### config.mk
export PLATFORM = sky130hd
export DESIGN_NAME = fault_irq_ctrl
export DESIGN_NICKNAME = d
export VERILOG_FILES = /design/src/rtl/fault_irq_pkg.sv /design/src/rtl/fault_irq_datapath.sv /design/src/rtl/fault_irq_retry.sv /design/src/rtl/fault_irq_ctrl.sv
export SDC_FILE = /design/constraint.sdc
export NUM_CORES = 1
export LEC_CHECK = 0
export ABC_AREA = 1
export BUFFER_PORTS_ARGS = -buffer_cell sky130_fd_sc_hd__buf_2
export CORE_MARGIN = 4
export CORE_UTILIZATION = 25
export DETAILED_ROUTE_END_ITERATION = 10
export PLACE_DENSITY = 0.44
export SLEW_MARGIN = 30
export SYNTH_ARGS = -nofsm -noshare
export SYNTH_HDL_FRONTEND = slang
export SYNTH_HIERARCHICAL = 1
export SYNTH_SLANG_ARGS = --single-unit
export TNS_END_PERCENT = 50
### constraint.sdc
create_clock -name clk -period 1.4 [get_ports clk]
set_clock_uncertainty 0.15 [all_clocks]
set_input_delay 0.14 -clock clk [delete_from_list [all_inputs] [get_ports clk]]
set_output_delay 0.14 -clock clk [all_outputs]
set_load 0.02 [all_outputs]
### src/rtl/fault_irq_pkg.sv
package fault_irq_pkg;

  localparam int OC_BIT = 0;

  typedef struct packed {
    logic ocActive;
  } dpStrobes_t;

  typedef enum logic {
    ST_RUN,
    ST_WAIT
  } retryState_t;

endpackage

### src/rtl/fault_irq_datapath.sv
module fault_irq_datapath
  import fault_irq_pkg::*;
#(
  parameter int NUM_SRC = 4
) (
  input  logic               clk,
  input  logic               rstN,
  input  logic [NUM_SRC-1:0] rawFault,
  input  logic               readStrobe,
  input  logic [NUM_SRC-1:0] irqMask,
  output logic [NUM_SRC-1:0] stickyFlags,
  output logic [NUM_SRC-1:0] liveStatus,
  output logic               irqN,
  output dpStrobes_t         strobes
);

  logic [NUM_SRC-1:0] liveQ;
  logic [NUM_SRC-1:0] stickyQ;

  for (genvar i = 0; i < NUM_SRC; i++) begin : g_src
    logic riseNow;
    assign riseNow = rawFault[i] & ~liveQ[i];

    always_ff @(posedge clk or negedge rstN) begin
      if (!rstN) begin
        liveQ[i]   <= 1'b0;
        stickyQ[i] <= 1'b0;
      end else begin
        liveQ[i] <= rawFault[i];
        if (riseNow)
          stickyQ[i] <= 1'b1;
        else if (readStrobe)
          stickyQ[i] <= 1'b0;
      end
    end
  end

  assign stickyFlags      = stickyQ;
  assign liveStatus       = liveQ;
  assign irqN             = ~|(stickyQ & irqMask);
  assign strobes.ocActive = rawFault[OC_BIT];

endmodule

### src/rtl/fault_irq_retry.sv
module fault_irq_retry
  import fault_irq_pkg::*;
#(
  parameter int RETRY_TICKS = 85
) (
  input  logic       clk,
  input  logic       rstN,
  input  dpStrobes_t strobes,
  input  logic       autoRetryEn,
  input  logic       tick,
  output logic       outEnable
);

  localparam int CNT_W = $clog2(RETRY_TICKS + 1);
  localparam logic [CNT_W-1:0] CNT_DONE = CNT_W'(RETRY_TICKS);

  retryState_t       state;
  logic [CNT_W-1:0]  waitCnt;
  logic              oeQ;

  always_ff @(posedge clk or negedge rstN) begin
    if (!rstN) begin
      state   <= ST_RUN;
      waitCnt <= '0;
      oeQ     <= 1'b1;
    end else begin
      case (state)
        ST_RUN: begin
          if (strobes.ocActive) begin
            state   <= ST_WAIT;
            waitCnt <= '0;
            oeQ     <= 1'b0;
          end
        end
        ST_WAIT: begin
          if (waitCnt == CNT_DONE) begin
            if (autoRetryEn) begin
              state <= ST_RUN;
              oeQ   <= 1'b1;
            end
          end else if (tick) begin
            waitCnt <= waitCnt + 1'b1;
          end
        end
        default: begin
          state <= ST_RUN;
          oeQ   <= 1'b1;
        end
      endcase
    end
  end

  assign outEnable = oeQ;

endmodule

### src/rtl/fault_irq_ctrl.sv
module fault_irq_ctrl
  import fault_irq_pkg::*;
#(
  parameter int NUM_SRC     = 4,
  parameter int RETRY_TICKS = 85
) (
  input  logic               clk,
  input  logic               rstN,
  input  logic [NUM_SRC-1:0] rawFault,
  input  logic               readStrobe,
  input  logic [NUM_SRC-1:0] irqMask,
  input  logic               autoRetryEn,
  input  logic               tick,
  output logic               outEnable,
  output logic               irqN,
  output logic [NUM_SRC-1:0] stickyFlags,
  output logic [NUM_SRC-1:0] liveStatus
);

  dpStrobes_t strobes;

  fault_irq_datapath #(.NUM_SRC(NUM_SRC)) u_dp (
    .clk         (clk),
    .rstN        (rstN),
    .rawFault    (rawFault),
    .readStrobe  (readStrobe),
    .irqMask     (irqMask),
    .stickyFlags (stickyFlags),
    .liveStatus  (liveStatus),
    .irqN        (irqN),
    .strobes     (strobes)
  );

  fault_irq_retry #(.RETRY_TICKS(RETRY_TICKS)) u_retry (
    .clk         (clk),
    .rstN        (rstN),
    .strobes     (strobes),
    .autoRetryEn (autoRetryEn),
    .tick        (tick),
    .outEnable   (outEnable)
  );

endmodule

==> impl_results.md, run 1 <==
- Status: complete, no violations
- Share of cells above drive strength 1: 29.5%
- Clock period minus worst slack: 1.39 ns
- PortBufs: 22
- Setup TNS Final: 0 ns
- Via density: about 4.1
- CP arrival: 1.42 ns
- Syn Inst Count: 113
- Worst Setup Start Kind: register
- Sw frac: 35.6%
- Clk pwr share: around a fifth
- Total number of vias: 798
- CP max stage delay: 0.40 ns
- Initial cell density of the core: between 20% and 30%
- WP buf/inv: 3
- Flop pwr share: between 40% and 50%
- Cell internal pwr: around 870 uW
- Crit path max fanout: 5
- Lkg Pwr: 0.000641 uW
- GRT Util Overall: 10.5%
- Pre-CTS WS: -0.0116 ns
- Routed WL: 1.98 mm
- Core region area: about 3300 sq um
- Clock sink count: 17
- DRT antenna net count: 0
- Commonest non-fill, non-tap cells in the layout: nand2_1, buf_2, inv_1, dfrtp_1, nand3_1
- Slew at the pin with the worst max-slew slack: approximately 0.41 ns
- TritonCTS buffer count: 3
- Fin. max-slew vios: 0
- HP Class: in2async
- DRC errors left: 0
- TritonRoute pass-1 iters: 4
- Die Y: 66.9 microns
- Overflow after GRT: 0
- Row Count: 21
- Io pins: 23
- Syn Area/Cell: 7.68 sq um
- Register area share after synthesis: 49.1%
- CP required: 1.43 ns
- Yosys cell types: 19
- Pwr Density: around 1100 nW/um^2
- Syn Nets: 128
- Max-cap violation count: 0
- Synth-to-Final Area Change: 35.4%
- Global-route wire length before repair: 3.55 mm
- Critical path class: reg2reg
- Clock latency on the worst-skew pair: 0.29 ns
- P_sw: 479 uW
- Pin count of the biggest net entering global routing: 18
- Number of global-route vias before repair: between 800 and 900
- Area of the die: approximately 4500 sq um
- WHS: 0.155 ns
- Number of synthesized register bits: 17
- Maximum VDD drop: about 0.48 mV
- Worst path top cell family by delay: flip-flops
- F_max: 720 MHz
- Max stage delay cell, worst path: dfrtp_1
- Final hold violation count: 0
- Hpwl dp: 1.41 mm
- DR WL/cell: 10.1 microns
- Crit end category: register
- Net count, final: 165
- Tcrit/Tclk final: between 90% and 100%
- Initial antenna violation count: 0
- # setup viols final: 0
- CTS tree: yes
- Critical path, cell by cell: inv_1, ha_2, nand2_2, inv_2, nand3_4, nand2_4, inv_4, nand2_1, nand2_1
- Clock-pin slew on the worst setup and hold paths: 0.10 ns
- Final WS setup: 0.0112 ns
- Logic pwr share: about a third
- Clk buf depth: 2
- RSZ-0062 raised after global routing: yes
- Most common library cell in the layout ignoring fill and taps: nand2_1
- RD Place Congestion: 0.706
- Relative slew slack: 72.6%
- Most frequent CP cell: nand2_1
- H-tree levels: 1
- Clk root buf: clkbuf_4
- Die width: 66.9 microns
- DRT iter0 DRCs: 19
- Ys Warns: 6
- Antenna cell count: 0
- Post-synthesis cell area: ~870 sq um
==> path summary, 6_finish.rpt <==
| check | from | end | slack [ns] | cells past startpoint |
|---|---|---|---|---|
| min in group clk | tick | u_retry/waitCnt[5] | 0.20 | 6 |
| max in group asynchronous | rstN | u_retry/outEnable | 0.62 | 2 |
| worst max register to register | u_retry/waitCnt[1] | u_retry/waitCnt[6] | 0.01 | 9 |
| worst min register to register | u_retry/outEnable | u_retry/outEnable | 0.33 | 2 |
| worst max-delay path | u_retry/waitCnt[1] | u_retry/waitCnt[6] | 0.01 | 9 |
| worst min-delay path | rstN | u_dp/stickyFlags[2] | 0.16 | 2 |
==> cell families (layout without fill, tap and decap cells) <==
| family | after synthesis | in the layout | share of synthesized area, % |
|---|---|---|---|
| and+or+nand+nor | 64 | 65 | 33.0 |
| buffers and inverters | 24 | 59 | 11.1 |
| DFF | 17 | 17 | 49.1 |
| AOI/OAI and AO/OA | 5 | 5 | 2.88 |
| adders and majority gates | 2 | 2 | 2.88 |
| xor gates and xnor gates | 1 | 1 | 1.01 |
==> registers in the layout, indices dropped and copies added, names as in the netlist <==
| signal | cells |
|---|---|
| u_retry/outEnable | 1 |
| u_dp/stickyFlags | 4 |
| u_dp/liveStatus | 4 |
| u_retry/waitCnt | 7 |
| u_retry/state | 1 |
==> per-stage QoR <==
| step | total power (uW) | utilization [%] | instance area (sq um) | cells |
|---|---|---|---|---|
| 2_1_floorplan | 910 | - | 868 | 113 |
| 3_3_place_gp | 1020 | 31.0 | 1040 | 181 |
| 5_1_grt | 1480 | 35.2 | 1180 | 195 |
| 6_report | 1350 | 35.2 | 1180 | 195 |
| 3_5_place_dp | 1030 | 31.0 | 1040 | 181 |
| 4_1_cts | 1350 | 34.6 | 1150 | 194 |
==> cell type report <==
cell class,count,area (sq um)
Clock buffer,4,26.3
Fill cell,368,2160
Inverter,23,88.8
Multi-Input combinational cell,73,372
Sequential cell,17,427
Tap cell,46,57.6
Timing Repair Buffer,32,205
==> Yosys cell counts, drive strengths merged <==
cell,number,share of area (%)
nor3b,1,0.86
inv,22,9.8
ha,2,2.9
dfstp,1,3.0
nand3b,1,0.86
xnor2,1,1.0
nand2,42,20
nor2,9,4.8
dfrtp,16,46
clkinv,1,0.43
buf,1,0.86
o21ai,5,2.9
nand3,11,6.9
==> power by group through the flow <==
stage	combinational (uW)	clock, uW	sequential [uW]
after floorplan	235	0	676
after global placement	352	0	671
after detailed placement	355	0	671
after CTS	405	286	658
after global routing	494	317	669
final	425	266	656
==> routing by layer <==
metal	vias up	track usage [%]	share of wire [%]
met5	-	0	0
met4	0	5.32	1.2
met3	2	2.02	5.0
met2	23	16.7	46
met1	364	13.5	47
li1	409	-	-
==> timing repair <==
| action | 4_1_cts | 5_1_grt |
|---|---|---|
| buffers inserted | 1 | 1 |
| endpoints found under the hold margin | 26 | 0 |
| endpoints found under the setup margin | 7 | 9 |
| gates cloned | 1 | 0 |
| resized for setup | 2 | 6 |
| pin swaps | 1 | 3 |
| hold buffers | 7 | 0 |
(Power assumes the default switching activity.)
==> run 2: changes to the inputs <==
==> constraint.sdc (replaced) <==
create_clock -name clk -period 1.4 [get_ports clk]
set_clock_uncertainty 0.15 [all_clocks]
set_input_delay 0.28 -clock clk [delete_from_list [all_inputs] [get_ports clk]]
set_output_delay 0.28 -clock clk [all_outputs]
set_load 0.02 [all_outputs]
==> run 2 against run 1 <==
Effect of this change: the run now ends with negative setup slack left; critical path depth down 5; first-iteration DRC count down 21%; sequential power up 1%; global-route usage down 0.070 points; critical endpoint is now irqN; largest power group unchanged.
==> impl_results.md, run 2 (synthesized netlist as in run 1, its figures left out) <==
- Status: complete, but fails checks
- Failing checks: negative setup slack
- HP Start: readStrobe
- Clock-pin slew on the worst setup and hold paths: 0.10 ns
- Placed cell count: 181
- Die Y: around 67 microns
- Crit end category: primary output
- Max stage delay cell, worst path: dfrtp_1
- RSZ-0062 raised after global routing: yes
- GRT Util Overall: 10.5%
- Max-cap violation count: 0
- PortBufs: 22
- DR WL/cell: 10.3 microns
- Final WS setup: -0.0927 ns
- Setup TNS Final: -0.186 ns
- DRT antenna net count: 0
- DRC errors left: 0
- Most common library cell in the layout ignoring fill and taps: nand2_1
- Top Layer Used: met4
- Critical path class: reg2out
- Max reg flops: 7
- Pin count of the biggest net entering global routing: 18
- Clk root buf: clkbuf_4
- Antenna cell count: 0
- Critical path origin: u_dp/stickyFlags[3]
- Met2 wire len: ~920 microns
- Pwr Density: 1160 nW/um^2
- FF-to-FF Start: u_retry/waitCnt[0]
- Clk buf depth: 2
- Overall Power: 1380 uW
- Crit path max fanout: 3
- HP Class: in2reg
- Critical path, cell by cell: nand2_1, nand2_1, nor2_1, buf_4
- Die width: approximately 67 microns
- Hpwl dp: 1.41 mm
- Clock sink count: 17
- Worst Setup Start Kind: register
- RD Place Congestion: ~0.7
- Total number of vias: a little under 800
- Maximum VDD drop: slightly below 0.5 mV
- TritonRoute pass-1 iters: 4
- Row Count: 21
- Via density: 4.07
- CP max stage delay: 0.42 ns
- Most frequent CP cell: nand2_1
- H-tree levels: 1
- Pre-CTS WS: -0.0116 ns
- Io pins: 23
- Met1 WL: roughly 950 microns
- Fin. max-slew vios: 0
- Slew at the pin with the worst max-slew slack: 0.408 ns
- Net count, final: between 150 and 200
- Layout fillers: 365
- Clock period minus worst slack: 1.49 ns
- Initial antenna violation count: 0
- CP arrival: 1.06 ns
- Final hold violation count: 0
- F_max: around 670 MHz
- CTS tree: yes
- Layout Cells excl Fill: 193
- CP required: 0.97 ns
- Share of cells above drive strength 1: 32.0%
- # setup viols final: 8
- TritonCTS buffer count: 3
- Initial cell density of the core: between 20% and 30%
- Overflow after GRT: 0
- Core region area: approximately 3300 sq um
- Biggest register: u_retry/waitCnt
- Area of the die: 4480 sq um
- Synth-to-Final Area Change: 37.2%
- Global-route wire length before repair: roughly 3.5 mm
- Lkg Pwr: roughly 0.00064 uW
- DRT iter0 DRCs: 15
- Clock latency on the worst-skew pair: 0.29 ns
- Routed WL: 2.00 mm
- Relative slew slack: 72.8%
- Tcrit/Tclk final: 107%
- Wire length on met3: 96 microns
- Commonest non-fill, non-tap cells in the layout: nand2_1, buf_2, inv_1, dfrtp_1, nand3_1
- Number of global-route vias before repair: about 800
==> run 2: cell count changes in the layout (fill, tap and decap cells not counted) <==
cell	previous run	this run
nor2_2	3	2
inv_6	0	1
inv_4	1	0
buf_2	21	20
nand2_1	35	33
dlygate4sd3_1	7	5
ha_4	0	1
nand2_2	7	9
ha_1	1	0
buf_4	4	3
buf_6	0	2
nor2_4	0	1
==> run 2: final cells by class <==
cell class	instances	area [sq um]	area share (%)
sequential	17	427	35.8
multi-input combinational	73	394	33.1
timing repair buffer	30	195	16.4
clock buffer	4	26.3	2.21
inverter	23	91.3	7.67
tap	46	57.6	4.83
==> run 2: what timing repair did <==
action,CTS,global route
gates resized for setup,5,12
buffers inserted,1,1
endpoints found under the hold margin,20,0
setup endpoints to repair,9,10
hold buffers,5,0
pin swaps,2,7
cloned,1,0
==> run 2: final timing paths <==
path	end	slack, ns	cells after the start
setup / recovery	irqN	-0.09	4
setup reg to reg	u_retry/waitCnt[1]	-0.02	8
max in group asynchronous	u_retry/outEnable	0.48	2
hold reg to reg	u_retry/outEnable	0.34	2
hold / removal	u_dp/stickyFlags[0]	0.07	2
min in group asynchronous	u_dp/stickyFlags[3]	0.29	2
==> run 2: per-stage QoR <==
stage               instance area, sq um  util (%)  hold WS [ns]
floorplan                            868         -        -0.166
global placement                    1040      31.0        0.0836
detailed placement                  1040      31.0        0.0840
CTS                                 1140      34.2        0.0556
global route                        1190      35.7        0.0497
finish                              1190      35.7        0.0673
==> run 2: power breakdown <==
group	switching (uW)	leakage, uW	internal [uW]
sequential	95.5	0.000205	569
combinational	247	0.000416	199
clock	157	0.0000150	111
==> run 2: layer usage <==
layer,vias to the layer above,GRT usage [%]
met1,355,13.4
met5,-,0
li1,407,-
met2,21,16.6
met4,0,5.32
met3,2,2.02
==> run 2: critical path, delay by kind of cell, from the launching register on <==
family	cells	cell delay, ns
flip-flops	1	0.42
AND/OR/NAND/NOR	3	0.22
buffers and inverters	1	0.14
==> run 3: changes to the inputs <==
Settings changed: RECOVER_POWER set to 100.
==> run 3 against run 2 <==
Effect of this change: the flow still finishes with violations (negative setup slack); worst hold slack gained 0.012 ns; maximum frequency hardly changed; via count grew 0.25%; largest cell class unchanged.
==> impl_results.md, run 3 (synthesized netlist as in run 1, its figures left out) <==
- Max reg flops: 7
- Most frequent CP cell: nand2_1
- TritonCTS buffer count: 3
- DRT iter0 DRCs: 19
- Clock period minus worst slack: around 1.5 ns
- Area of the multi-input gates: 394 sq um
- Cell Area, Placed: 1040 sq um
- GRT Util Overall: 10.5%
- Maximum VDD drop: between 0.4 and 0.5 mV
- Max-cap violation count: 0
- Hpwl dp: 1.41 mm
- Clock-pin slew on the worst setup and hold paths: 0.10 ns
- Register area: 427 sq um
- DRC errors left: 0
- Final WS setup: -0.0932 ns
- Global-route wire length before repair: 3.53 mm
- Area of the die: 4480 sq um
- R2R cell count: 8
- DR WL/cell: 10.4 microns
- Lkg Pwr: 0.000626 uW
- Final Cell Area: between 1000 and 1500 sq um
- CP arrival: 1.06 ns
- Final hold violation count: 0
- HP Class: in2reg
- Initial cell density of the core: 26.0%
- Tcrit/Tclk final: 107%
- Row Count: 21
- Layout Cells excl Fill: 193
- Die width: between 60 and 70 microns
- Layout fillers: 364
- Failing checks: negative setup slack
- Overall Power: 1370 uW
- DRT antenna net count: 0
- Routed WL: 2.00 mm
- Via density: 4.08
- CP max stage delay: 0.42 ns
- Clock sink count: 17
- Clk buf depth: 2
- Pin count of the biggest net entering global routing: 18
- Share of cells above drive strength 1: between 20% and 30%
- Critical path class: reg2out
- Die Y: 66.9 microns
- CTS tree: yes
- Net count, final: 163
- TritonRoute pass-1 iters: 4
- Initial antenna violation count: 0
- Slew at the pin with the worst max-slew slack: ~0.45 ns
- Number of global-route vias before repair: 795
- Hold depth: 2
- Worst Setup Start Kind: register
- Synth-to-Final Area Change: 36.6%
- RD Place Congestion: 0.706
- Status: complete, but fails checks
- Critical path, cell by cell: nand2_1, nand2_1, nor2_1, buf_4
- H-tree levels: 1
- Clk root buf: clkbuf_4
- Total number of vias: 787
- Worst path top cell family by delay: flip-flops
- Relative slew slack: 69.8%
- Overflow after GRT: 0
- Io pins: 23
- WP buf/inv: 1
- Placed cell count: 181
- Core region area: 3340 sq um
- Levels on crit path: 4
- Fin. max-slew vios: 0
- Biggest register: u_retry/waitCnt
- # setup viols final: 8
- Most common library cell in the layout ignoring fill and taps: nand2_1
- PortBufs: 22
- Clock latency on the worst-skew pair: about 0.29 ns
- Crit end category: primary output
- CP required: 0.97 ns
- Antenna cell count: 0
- Max stage delay cell, worst path: dfrtp_1
- Pwr Density: 1160 nW/um^2
- Commonest non-fill, non-tap cells in the layout: nand2_1, inv_1, dfrtp_1, nand3_1
- Crit path max fanout: 3
- RSZ-0062 raised after global routing: yes
- F_max: between 600 and 700 MHz
run 3: metal layers:
metal  track usage (%)  vias to the layer above  routed length (microns)
li1                  -                      408                        -
met1              13.4                      356                      953
met2              16.6                       21                      919
met3              2.02                        2                      103
met4              5.32                        0                       23
met5                 0                        -                        0
run 3: area by class of cell:
cell class | count | area share, %
Clock buffer | 4 | 2.22
Inverter | 23 | 7.70
Multi-Input combinational cell | 73 | 33.2
Sequential cell | 17 | 36.0
Tap cell | 46 | 4.85
Timing Repair Buffer | 30 | 16.0
run 3: where the power goes:
group / total [uW] / leakage, uW / switching [uW] / internal [uW]
sequential: 665 / 0.000205 / 96.1 / 569
combinational: 443 / 0.000406 / 247 / 197
clock: 267 / 0.0000150 / 156 / 111
total: 1370 / 0.000626 / 499 / 876
run 3: worst paths after layout:
path,slack (ns),to,start
min in group asynchronous,0.31,u_dp/stickyFlags[2],rstN
setup reg to reg,-0.02,u_retry/waitCnt[1],u_retry/waitCnt[0]
setup / recovery,-0.09,irqN,u_dp/stickyFlags[3]
hold reg to reg,0.34,u_retry/outEnable,u_retry/outEnable
hold / removal,0.08,u_dp/stickyFlags[0],readStrobe
max in group asynchronous,0.45,u_retry/outEnable,rstN
run 3: repair_timing:
item | in CTS | in global routing
pin swaps | 2 | 7
endpoints found under the hold margin | 20 | 0
setup buffers | 1 | 1
gates cloned | 1 | 0
setup endpoints to repair | 9 | 10
resized for setup | 5 | 12
hold buffers | 5 | 0
run 3: metrics by stage:
stage	utilization [%]	TNS (ns)	worst slack, ns	hold WS (ns)
2_1_floorplan	-	0	0.0912	-0.166
3_3_place_gp	31.0	-0.0296	-0.0168	0.0836
3_5_place_dp	31.0	-0.0242	-0.0116	0.0840
4_1_cts	34.2	-0.111	-0.109	0.0556
5_1_grt	35.5	-1.09	-0.174	0.0649
6_report	35.5	-0.184	-0.0932	0.0790
